## src/rtl/oct_pkg.sv

```systemverilog
package oct_pkg;
  localparam int LUT_K = 4;
  localparam int LUT_N = 1 << LUT_K;

  typedef struct packed {
    logic             out_inv;
    logic             leaf_reg;
    logic             hold;
    logic             reg_out;
    logic             start_val;
    logic             start_en;
    logic             arith;
    logic [LUT_K-1:0] tie;
    logic [LUT_K-1:0] inv;
  } cell_ctl_t;

  localparam int CTL_W  = $bits(cell_ctl_t);
  localparam int CFG_W  = LUT_N + CTL_W;
  localparam int CELL_W = CFG_W + 1;
endpackage

```

## src/rtl/oct_rst_sync.sv

```systemverilog
module oct_rst_sync #(
  parameter int STAGES = 2
) (
  input  logic clk,
  input  logic rst_n,
  output logic rst_q_n
);
  logic [STAGES-1:0] sync_q;
  logic [STAGES-1:0] sync_d;

  always_comb begin
    sync_d = {sync_q[STAGES-2:0], 1'b1};
  end

  always_ff @(posedge clk or negedge rst_n) begin
    if (!rst_n) begin
      sync_q <= '0;
    end else begin
      sync_q <= sync_d;
    end
  end

  assign rst_q_n = sync_q[STAGES-1];
endmodule

```

## src/rtl/oct_cell.sv

```systemverilog
module oct_cell
  import oct_pkg::*;
(
  input  logic              clk,
  input  logic              rst_n,
  input  logic              cfg_en,
  input  logic              scan_in,
  output logic              scan_out,
  input  logic [LUT_K-1:0]  din,
  input  logic              carry_in,
  output logic              carry_out,
  output logic              f_out,
  output logic              leaf_out,
  output logic              cell_out,
  output logic [CELL_W-1:0] state_q
);
  logic [LUT_N-1:0] lut_q, lut_d;
  cell_ctl_t        ctl_q, ctl_d;
  logic             ureg_q, ureg_d;
  logic             cfg_ld;
  logic             ureg_en;
  logic [LUT_K-1:0] idx;
  logic             lut_bit;
  logic             cin_eff;

  assign state_q = {ureg_q, ctl_q, lut_q};

  // function and carry
  always_comb begin
    idx     = (din & ~ctl_q.tie) ^ ctl_q.inv;
    lut_bit = lut_q[idx];
    cin_eff = ctl_q.start_en ? ctl_q.start_val : carry_in;
    if (ctl_q.arith) begin
      f_out     = lut_bit ^ cin_eff;
      carry_out = lut_bit ? cin_eff : idx[0];
    end else begin
      f_out     = lut_bit;
      carry_out = cin_eff;
    end
  end

  always_comb begin
    leaf_out = ctl_q.leaf_reg ? ureg_q : f_out;
    cell_out = (ctl_q.reg_out ? ureg_q : f_out) ^ ctl_q.out_inv;
    scan_out = ureg_q;
  end

  // next state and clock enables
  always_comb begin
    cfg_ld  = cfg_en;
    ureg_en = cfg_en | ~ctl_q.hold;
    lut_d   = lut_q;
    ctl_d   = ctl_q;
    ureg_d  = ureg_q;
    if (cfg_en) begin
      {ureg_d, ctl_d, lut_d} = {state_q[CELL_W-2:0], scan_in};
    end else begin
      ureg_d = f_out;
    end
  end

  always_ff @(posedge clk or negedge rst_n) begin
    if (!rst_n) begin
      lut_q  <= '0;
      ctl_q  <= '0;
      ureg_q <= 1'b0;
    end else begin
      if (cfg_ld) begin
        lut_q <= lut_d;
        ctl_q <= ctl_d;
      end
      if (ureg_en) begin
        ureg_q <= ureg_d;
      end
    end
  end
endmodule

```

## src/rtl/oct_xtree.sv

```systemverilog
module oct_xtree #(
  parameter  int N_LEAF = 8,
  localparam int SEL_W  = $clog2(N_LEAF)
) (
  input  logic [N_LEAF-1:0] leaf,
  input  logic [SEL_W-1:0]  sel,
  output logic              root
);
  for (genvar l = 0; l < SEL_W; l++) begin : g_lvl
    logic [(N_LEAF>>(l+1))-1:0] v;
    logic [(N_LEAF>>l)-1:0]     src;
    if (l == 0) begin : g_first
      assign src = leaf;
    end else begin : g_next
      assign src = g_lvl[l-1].v;
    end
    for (genvar j = 0; j < (N_LEAF >> (l+1)); j++) begin : g_mux
      assign v[j] = sel[l] ? src[2*j+1] : src[2*j];
    end
  end

  assign root = g_lvl[SEL_W-1].v[0];
endmodule

```

## src/rtl/oct_module.sv

```systemverilog
module oct_module
  import oct_pkg::*;
#(
  parameter  int N_CELLS = 8,
  localparam int XSEL_W  = $clog2(N_CELLS)
) (
  input  logic                     clk,
  input  logic                     rst_n,
  input  logic                     cfg_en,
  input  logic                     scan_in,
  output logic                     scan_out,
  input  logic [N_CELLS*LUT_K-1:0] cell_in,
  input  logic                     carry_in,
  output logic                     carry_out,
  input  logic [XSEL_W:0]          xsel,
  input  logic                     exp_peer,
  output logic [N_CELLS-1:0]       cell_out,
  output logic                     exp_out,
  output logic                     exp_wide
);
  localparam int CHAIN_W = N_CELLS * CELL_W;

  logic                rst_q_n;
  logic [N_CELLS:0]    cy;
  logic [N_CELLS:0]    sc;
  logic [N_CELLS-1:0]  f_v;
  logic [N_CELLS-1:0]  leaf;
  logic [CHAIN_W-1:0]  chain_flat;

  oct_rst_sync #(.STAGES(2)) u_rst (
    .clk     (clk),
    .rst_n   (rst_n),
    .rst_q_n (rst_q_n)
  );

  assign cy[0] = carry_in;
  assign sc[0] = scan_in;

  for (genvar k = 0; k < N_CELLS; k++) begin : g_cell
    oct_cell u_cell (
      .clk       (clk),
      .rst_n     (rst_q_n),
      .cfg_en    (cfg_en),
      .scan_in   (sc[k]),
      .scan_out  (sc[k+1]),
      .din       (cell_in[k*LUT_K +: LUT_K]),
      .carry_in  (cy[k]),
      .carry_out (cy[k+1]),
      .f_out     (f_v[k]),
      .leaf_out  (leaf[k]),
      .cell_out  (cell_out[k]),
      .state_q   (chain_flat[k*CELL_W +: CELL_W])
    );
  end

  oct_xtree #(.N_LEAF(N_CELLS)) u_tree (
    .leaf (leaf),
    .sel  (xsel[XSEL_W-1:0]),
    .root (exp_out)
  );

  always_comb begin
    exp_wide  = xsel[XSEL_W] ? exp_peer : exp_out;
    carry_out = cy[N_CELLS];
    scan_out  = sc[N_CELLS];
  end
endmodule

```

## config.mk

```make
export PLATFORM = sky130hd
export DESIGN_NAME = oct_module
export DESIGN_NICKNAME = d
export VERILOG_FILES = /design/src/rtl/oct_pkg.sv /design/src/rtl/oct_rst_sync.sv /design/src/rtl/oct_cell.sv /design/src/rtl/oct_xtree.sv /design/src/rtl/oct_module.sv
export SDC_FILE = /design/constraint.sdc
export NUM_CORES = 1
export LEC_CHECK = 0
export ABC_AREA = 1
export BUFFER_PORTS_ARGS = -buffer_cell sky130_fd_sc_hd__buf_2
export CAP_MARGIN = 10
export CORE_ASPECT_RATIO = 1.5
export CORE_MARGIN = 1.5
export CORE_UTILIZATION = 45
export CTS_CLUSTER_SIZE = 25
export DETAILED_ROUTE_END_ITERATION = 12
export SLEW_MARGIN = 20
export SYNTH_ARGS = -nofsm -noshare
export SYNTH_HDL_FRONTEND = slang
export SYNTH_HIERARCHICAL = 1
export SYNTH_SLANG_ARGS = --single-unit
```

## constraint.sdc

```tcl
create_clock -name clk -period 11.1 [get_ports clk]
set_input_delay 0 -clock clk [delete_from_list [all_inputs] [get_ports clk]]
set_output_delay 0 -clock clk [all_outputs]
set_load 0.01 [all_outputs]
```

# Yosys cells after proc, flatten, opt, wreduce, memory -nomap -nowiden
# Index checks and enable logic that the tools add are counted.
classes:
  magnitude_cmp: 8
  muxes: 80
  bitwise: 56
ops:
  columns: ["operator", "n"]
  rows:
  - ["1-bit 2-to-1 mux", 72]
  - ["4-bit by 5-bit less-than comparator with 1-bit output (second input constant)", 8]
  - ["4-bit bitwise AND", 8]
  - ["1-bit binary-select mux with 4-bit select", 8]
  - ["4-bit NOT", 8]
  - ["4-bit bitwise XOR", 8]
  - ["1-bit bitwise XOR", 16]
  - ["1-bit NOT", 8]
  - ["1-bit bitwise OR", 8]
word_totals:
  ff_bits: 258
  inputBits: 42
  elab_cells: 233

# Longest topological paths before layout
depth:
  ltp_word: 33
  depth_mapped: 49
  mapped_depth_nobuf: 49

# Modules after synthesis
# Netlist, hierarchy kept.
by_module_without_submodules:
  columns: ["module", "n_inst", "area_each_um2", "cells_each", "seq_area_each_um2"]
  rows:
  - ["oct_cell", 8, 1659.1, 204, 800.8]
  - ["oct_xtree", 1, 110.1, 28, 0.0]
  - ["oct_rst_sync", 1, 53.8, 3, 50.0]
  - ["oct_module", 1, 15.0, 4, 0.0]

# Worst setup path before layout
# OpenSTA, ideal clock, no wires.
synth_timing:
  kind: "reg2out"
  startpoint: "reg g_cell[0].u_cell.ctl_q, in the netlist g_cell[0].u_cell/state_q[20]"
  endpoint: "out exp_wide"
  slack_ns: 5.470
  t_required_ns: 11.100
  path_stages_with_launch: 49
  arrival_ns: 5.630
  cell_sequence: "dfrtp_1 > inv_2 > nand2_1 > nand2_4 > nand2_4 > nand2_1 > nand3_1 > nand3_1 > nand3_2 > nand3_1 > o21ai_1 > o21ai_1 > inv_1 > nand2_1 > o21ai_1 > o21ai_1 > inv_1 > nand2_1 > [... 13 more ...] > o21ai_1 > inv_1 > nand2_1 > o21ai_1 > o21ai_1 > nor2_8 > inv_1 > nand3_2 > nand2_2 > o21ai_2 > inv_1 > nand2_1 > nand3_1 > nand2_1 > nand2_1 > nand2_1 > nand2_1 > nand2_1"
synth_via:
  elab_chain_len: 33
synth_lines:
  columns: ["element", "line", "text"]
  rows:
  - ["start: declaration", "oct_cell.sv:18", "cell_ctl_t ctl_q, ctl_d;"]
  - ["start signal: assignment", "oct_cell.sv:70", "ctl_q <= ctl_d;"]
  - ["4-bit NOT (*)", "oct_cell.sv:30", "idx = (din & ~ctl_q.tie) ^ ctl_q.inv;"]
  - ["4-bit bitwise AND (*)", "oct_cell.sv:30", null]
  - ["4-bit bitwise XOR (*)", "oct_cell.sv:30", null]
  - ["1-bit binary-select mux with 4-bit select", "oct_cell.sv:31", "lut_bit = lut_q[idx];"]
  - ["1-bit 2-to-1 mux (implied by the code)", "oct_cell.sv:31", null]
  - ["1-bit 2-to-1 mux (*)", "oct_cell.sv:35", "carry_out = lut_bit ? cin_eff : idx[0];"]
  - ["1-bit 2-to-1 mux (*)", "oct_cell.sv:33", "if (ctl_q.arith) begin"]
  - ["via cy[1]", "oct_module.sv:24", "logic [N_CELLS:0] cy;"]
  - ["[... 3 more ...]", null, null]
  - ["via cy[2]", "oct_module.sv:24", null]
  - ["[... 3 more ...]", null, null]
  - ["via cy[3]", "oct_module.sv:24", null]
  - ["[... 3 more ...]", null, null]
  - ["via cy[4]", "oct_module.sv:24", null]
  - ["[... 3 more ...]", null, null]
  - ["via cy[5]", "oct_module.sv:24", null]
  - ["[... 3 more ...]", null, null]
  - ["via cy[6]", "oct_module.sv:24", null]
  - ["[... 3 more ...]", null, null]
  - ["via cy[7]", "oct_module.sv:24", null]
  - ["1-bit 2-to-1 mux (*)", "oct_cell.sv:32", "cin_eff = ctl_q.start_en ? ctl_q.start_val : carry_in;"]
  - ["1-bit bitwise XOR (*)", "oct_cell.sv:34", "f_out = lut_bit ^ cin_eff;"]
  - ["1-bit 2-to-1 mux (*)", "oct_cell.sv:33", null]
  - ["1-bit 2-to-1 mux (*)", "oct_cell.sv:43", "leaf_out = ctl_q.leaf_reg ? ureg_q : f_out;"]
  - ["via leaf[7]", "oct_module.sv:27", "logic [N_CELLS-1:0] leaf;"]
  - ["1-bit 2-to-1 mux (*) (3 in series)", "oct_xtree.sv:18", "assign v[j] = sel[l] ? src[2*j+1] : src[2*j];"]
  - ["via exp_out", "oct_module.sv:18", "output logic exp_out,"]
  - ["1-bit 2-to-1 mux (*)", "oct_module.sv:63", "exp_wide = xsel[XSEL_W] ? exp_peer : exp_out;"]
  - ["end: declaration", "oct_module.sv:19", "output logic exp_wide"]
# The timed path passes the listed nets; every way through them passes the cells marked *. The select of a mux whose other input is x is not followed.

# Worst setup path in the final report
layout_timing:
  startpoint: "reg g_cell[0].u_cell.ctl_q, in the netlist g_cell[0].u_cell/state_q[20]"
  endpoint: "out exp_wide"
layout_via:
  elab_chain_len: 33
layout_lines:
  columns: ["element", "line"]
  rows:
  - ["4-bit NOT (*)", "oct_cell.sv:30"]
  - ["4-bit bitwise AND (*)", "oct_cell.sv:30"]
  - ["4-bit bitwise XOR (*)", "oct_cell.sv:30"]
  - ["1-bit binary-select mux with 4-bit select", "oct_cell.sv:31"]
  - ["1-bit 2-to-1 mux (implied by the code)", "oct_cell.sv:31"]
  - ["1-bit 2-to-1 mux (*)", "oct_cell.sv:35"]
  - ["1-bit 2-to-1 mux (*)", "oct_cell.sv:33"]
  - ["via cy[1]", "oct_module.sv:24"]
  - ["[... 3 more ...]", null]
  - ["via cy[2]", "oct_module.sv:24"]
  - ["[... 3 more ...]", null]
  - ["via cy[3]", "oct_module.sv:24"]
  - ["[... 3 more ...]", null]
  - ["via cy[4]", "oct_module.sv:24"]
  - ["[... 3 more ...]", null]
  - ["via cy[5]", "oct_module.sv:24"]
  - ["[... 3 more ...]", null]
  - ["via cy[6]", "oct_module.sv:24"]
  - ["[... 3 more ...]", null]
  - ["via cy[7]", "oct_module.sv:24"]
  - ["1-bit 2-to-1 mux (*)", "oct_cell.sv:32"]
  - ["1-bit bitwise XOR (*)", "oct_cell.sv:34"]
  - ["1-bit 2-to-1 mux (*)", "oct_cell.sv:33"]
  - ["1-bit 2-to-1 mux (*)", "oct_cell.sv:43"]
  - ["via leaf[7]", "oct_module.sv:27"]
  - ["1-bit 2-to-1 mux (*) (3 in series)", "oct_xtree.sv:18"]
  - ["1-bit 2-to-1 mux (*)", "oct_module.sv:63"]
# Marks and branches as above.

==> results.py <==
metrics = {
    "clock_network": {
        "clk_pin_slew_ps": 60,
        "clk_path_buf_depth": 3,
        "cts_max_level": 1,
        "root_buffer": "clkbuf_16",
        "cts_num_sinks": 258,
        "cts_buffers": 28,
        "cts_hold_repair.buffers": 4,
        "clkLatencyLatePin_ps": 550,
        "cts_tree": "yes",
        "cts_resized": 0,
        "cts_setup_buffers": 0,
    },
    "finish": {
        "syn_to_final_growth_pct": 11.5,
        "layout.cells.most_common": "nand2_1",
        "drive_gt1_frac": 0.171,
        "nNetsFinal": 1730,
        "final_cell_mix": "nand2_1 (432), dfrtp_1 (257), o21ai_0 (248)",
        "antenna_cells": 0,
    },
    "routing": {
        "vias": 10200,
        "vias_per_cell": 4.87,
        "ant_nets": 0,
        "drt_iter0_drc": 373,
        "wirelength_mm": 26.1,
        "drtPass1Iterations": 4,
        "remaining_drc_errors": 0,
        "drt-wirelength-per-cell_um": 12.4,
    },
    "setup_path": {
        "crit_type": "flip-flop to output port",
        "crit_fanout": 9,
        "cp-start-kind": "flip-flop",
        "cpPeakStageDelay_ps": 390,
        "path_buf_inv": 10,
        "worstPathArrival_ps": 6690,
        "cp.required_ps": 11100,
        "cp_top_family": "compound AO/OA/AOI/OAI gates",
        "critPathSlowestCell": "dfrtp_1",
        "worstSetupEndpointType": "output port",
    },
    "power_and_ir_drop": {
        "totalPowerFinal_mw": 3.00,
        "power.density_nw_per_um2": 202,
        "p_clk_frac": 0.302,
        "vdd.ir_drop.worst_uv": 132,
        "p_sw_frac": 0.351,
        "p_int_mw": 1.95,
        "p_switching_mw": 1.05,
        "p_leak_nw": 7.32,
        "p_seq_frac": 0.404,
        "share_comb_of_total_power": 0.294,
    },
    "global_route": {
        "overflow": 0,
        "antenna_found_initial": 1,
        "grt.met3_usage": 0.0226,
        "met1_usage": 0.211,
        "grt_use_total": 0.176,
        "first_global_vias": 10100,
        "grt_most_used_layer": "met2",
        "grt_max_degree": 145,
        "grt_pass1_wl_mm": 45.3,
        "grt_use_met2": 0.321,
    },
    "die": {
        "initial_core_util": 0.455,
        "die_x_um": 144,
        "ios": 54,
        "die_h_um": 214,
        "rows": 77,
        "coreArea_um2": 29400,
        "dieArea_um2": 30800,
    },
    "hold_path": {
        "hold_class": "input pin to flip-flop",
    },
    "yosys": {
        "synth_area_per_cell_um2": 8.09,
        "synth_nets": 1693,
        "yosysWarnings": 6,
        "syn-cell-area_um2": 13400,
        "netlist_instances": 1651,
    },
    "outcome": {
        "status": "complete, no violations",
    },
    "timing": {
        "finalCriticalPeriod_ps": 6690,
        "fmax_ghz": 0.149,
        "rsz0062_at_grt": "false",
        "setup-tns-final_ps": 0,
        "hold_viol": 0,
        "setup_violations": 0,
        "clock_skew_ps": 11.2,
        "relSlewSlack": 0.392,
        "worst_pin_slew_ps": 912,
        "fin_crit_sh": 0.603,
        "finalMaxSlewViolations": 0,
    },
    "place": {
        "hpwl_mm": 18.2,
        "port_buffers": 53,
        "gp_congestion": 0.804,
    },
    "job": {
        "cap_violations": 0,
    },
}
-- power by group through the flow --
stage	clock (mW)	sequential [mW]	combinational, mW
2_1_floorplan	0	1.22	0.698
3_3_place_gp	0	1.23	0.879
3_5_place_dp	0	1.23	0.893
4_1_cts	0.941	1.22	0.898
5_1_grt	0.976	1.24	1.01
6_report	0.907	1.21	0.883
-- metal layers --
layer,wire length [µm],up-vias
met1,11200,4777
met5,12,-
li1,-,5295
met4,675,2
met2,13400,116
met3,812,55
-- area by class of cell --
type / instances / area [µm²]
clock inverters: 6 / 58.8
clock buffers: 45 / 826
flip-flops and latches: 258 / 6460
multi-input cells: 1053 / 5520
repair buffers: 63 / 364
fillers: 2829 / 14500
inverters: 284 / 1180
well taps: 395 / 494
-- metrics by stage --
stage	worst slack, ps	std cells	utilization	hold WS [ps]	cell area (µm²)
after global routing	3700	2104	0.507	101	14900
after detailed placement	4920	2049	0.475	-211	14000
after floorplan	3380	1651	-	-296	13400
after global placement	5030	2049	0.475	-214	14000
after CTS	4310	2104	0.507	47.5	14900
final	4410	2104	0.507	54.6	14900
-- path summary, 6_finish.rpt --
| path | end | depth (start not counted) | startpoint | slack [ps] |
|---|---|---|---|---|
| setup / recovery | exp_wide | 49 | g_cell[0].u_cell/state_q[20] | 4410 |
| hold / removal | g_cell[0].u_cell/scan_out | 6 | carry_in | 50 |
| setup reg to reg | g_cell[7].u_cell/scan_out | 40 | g_cell[0].u_cell/state_q[20] | 5390 |
| hold reg to reg | g_cell[3].u_cell/lut_q[15] | 0 | u_rst/sync_q[1] | 300 |
| max in group asynchronous | g_cell[7].u_cell/lut_q[4] | 2 | u_rst/sync_q[1] | 8890 |
| min in group asynchronous | u_rst/sync_q[0] | 3 | rst_n | 290 |
-- flip-flops by register name, indices dropped and copies added, names as in the netlist --
register / count
g_cell.u_cell/scan_out: 8
g_cell.u_cell/lut_q: 128
g_cell.u_cell/state_q: 120
u_rst/sync_q: 2
-- worst min-delay path, stage by stage --
cell	delay [ps]
buf_2	80
o21ai_1	150
nor2_8	130
nand2_2	80
nand2_2	80
o21ai_2	50
(Power assumes the default switching activity.)
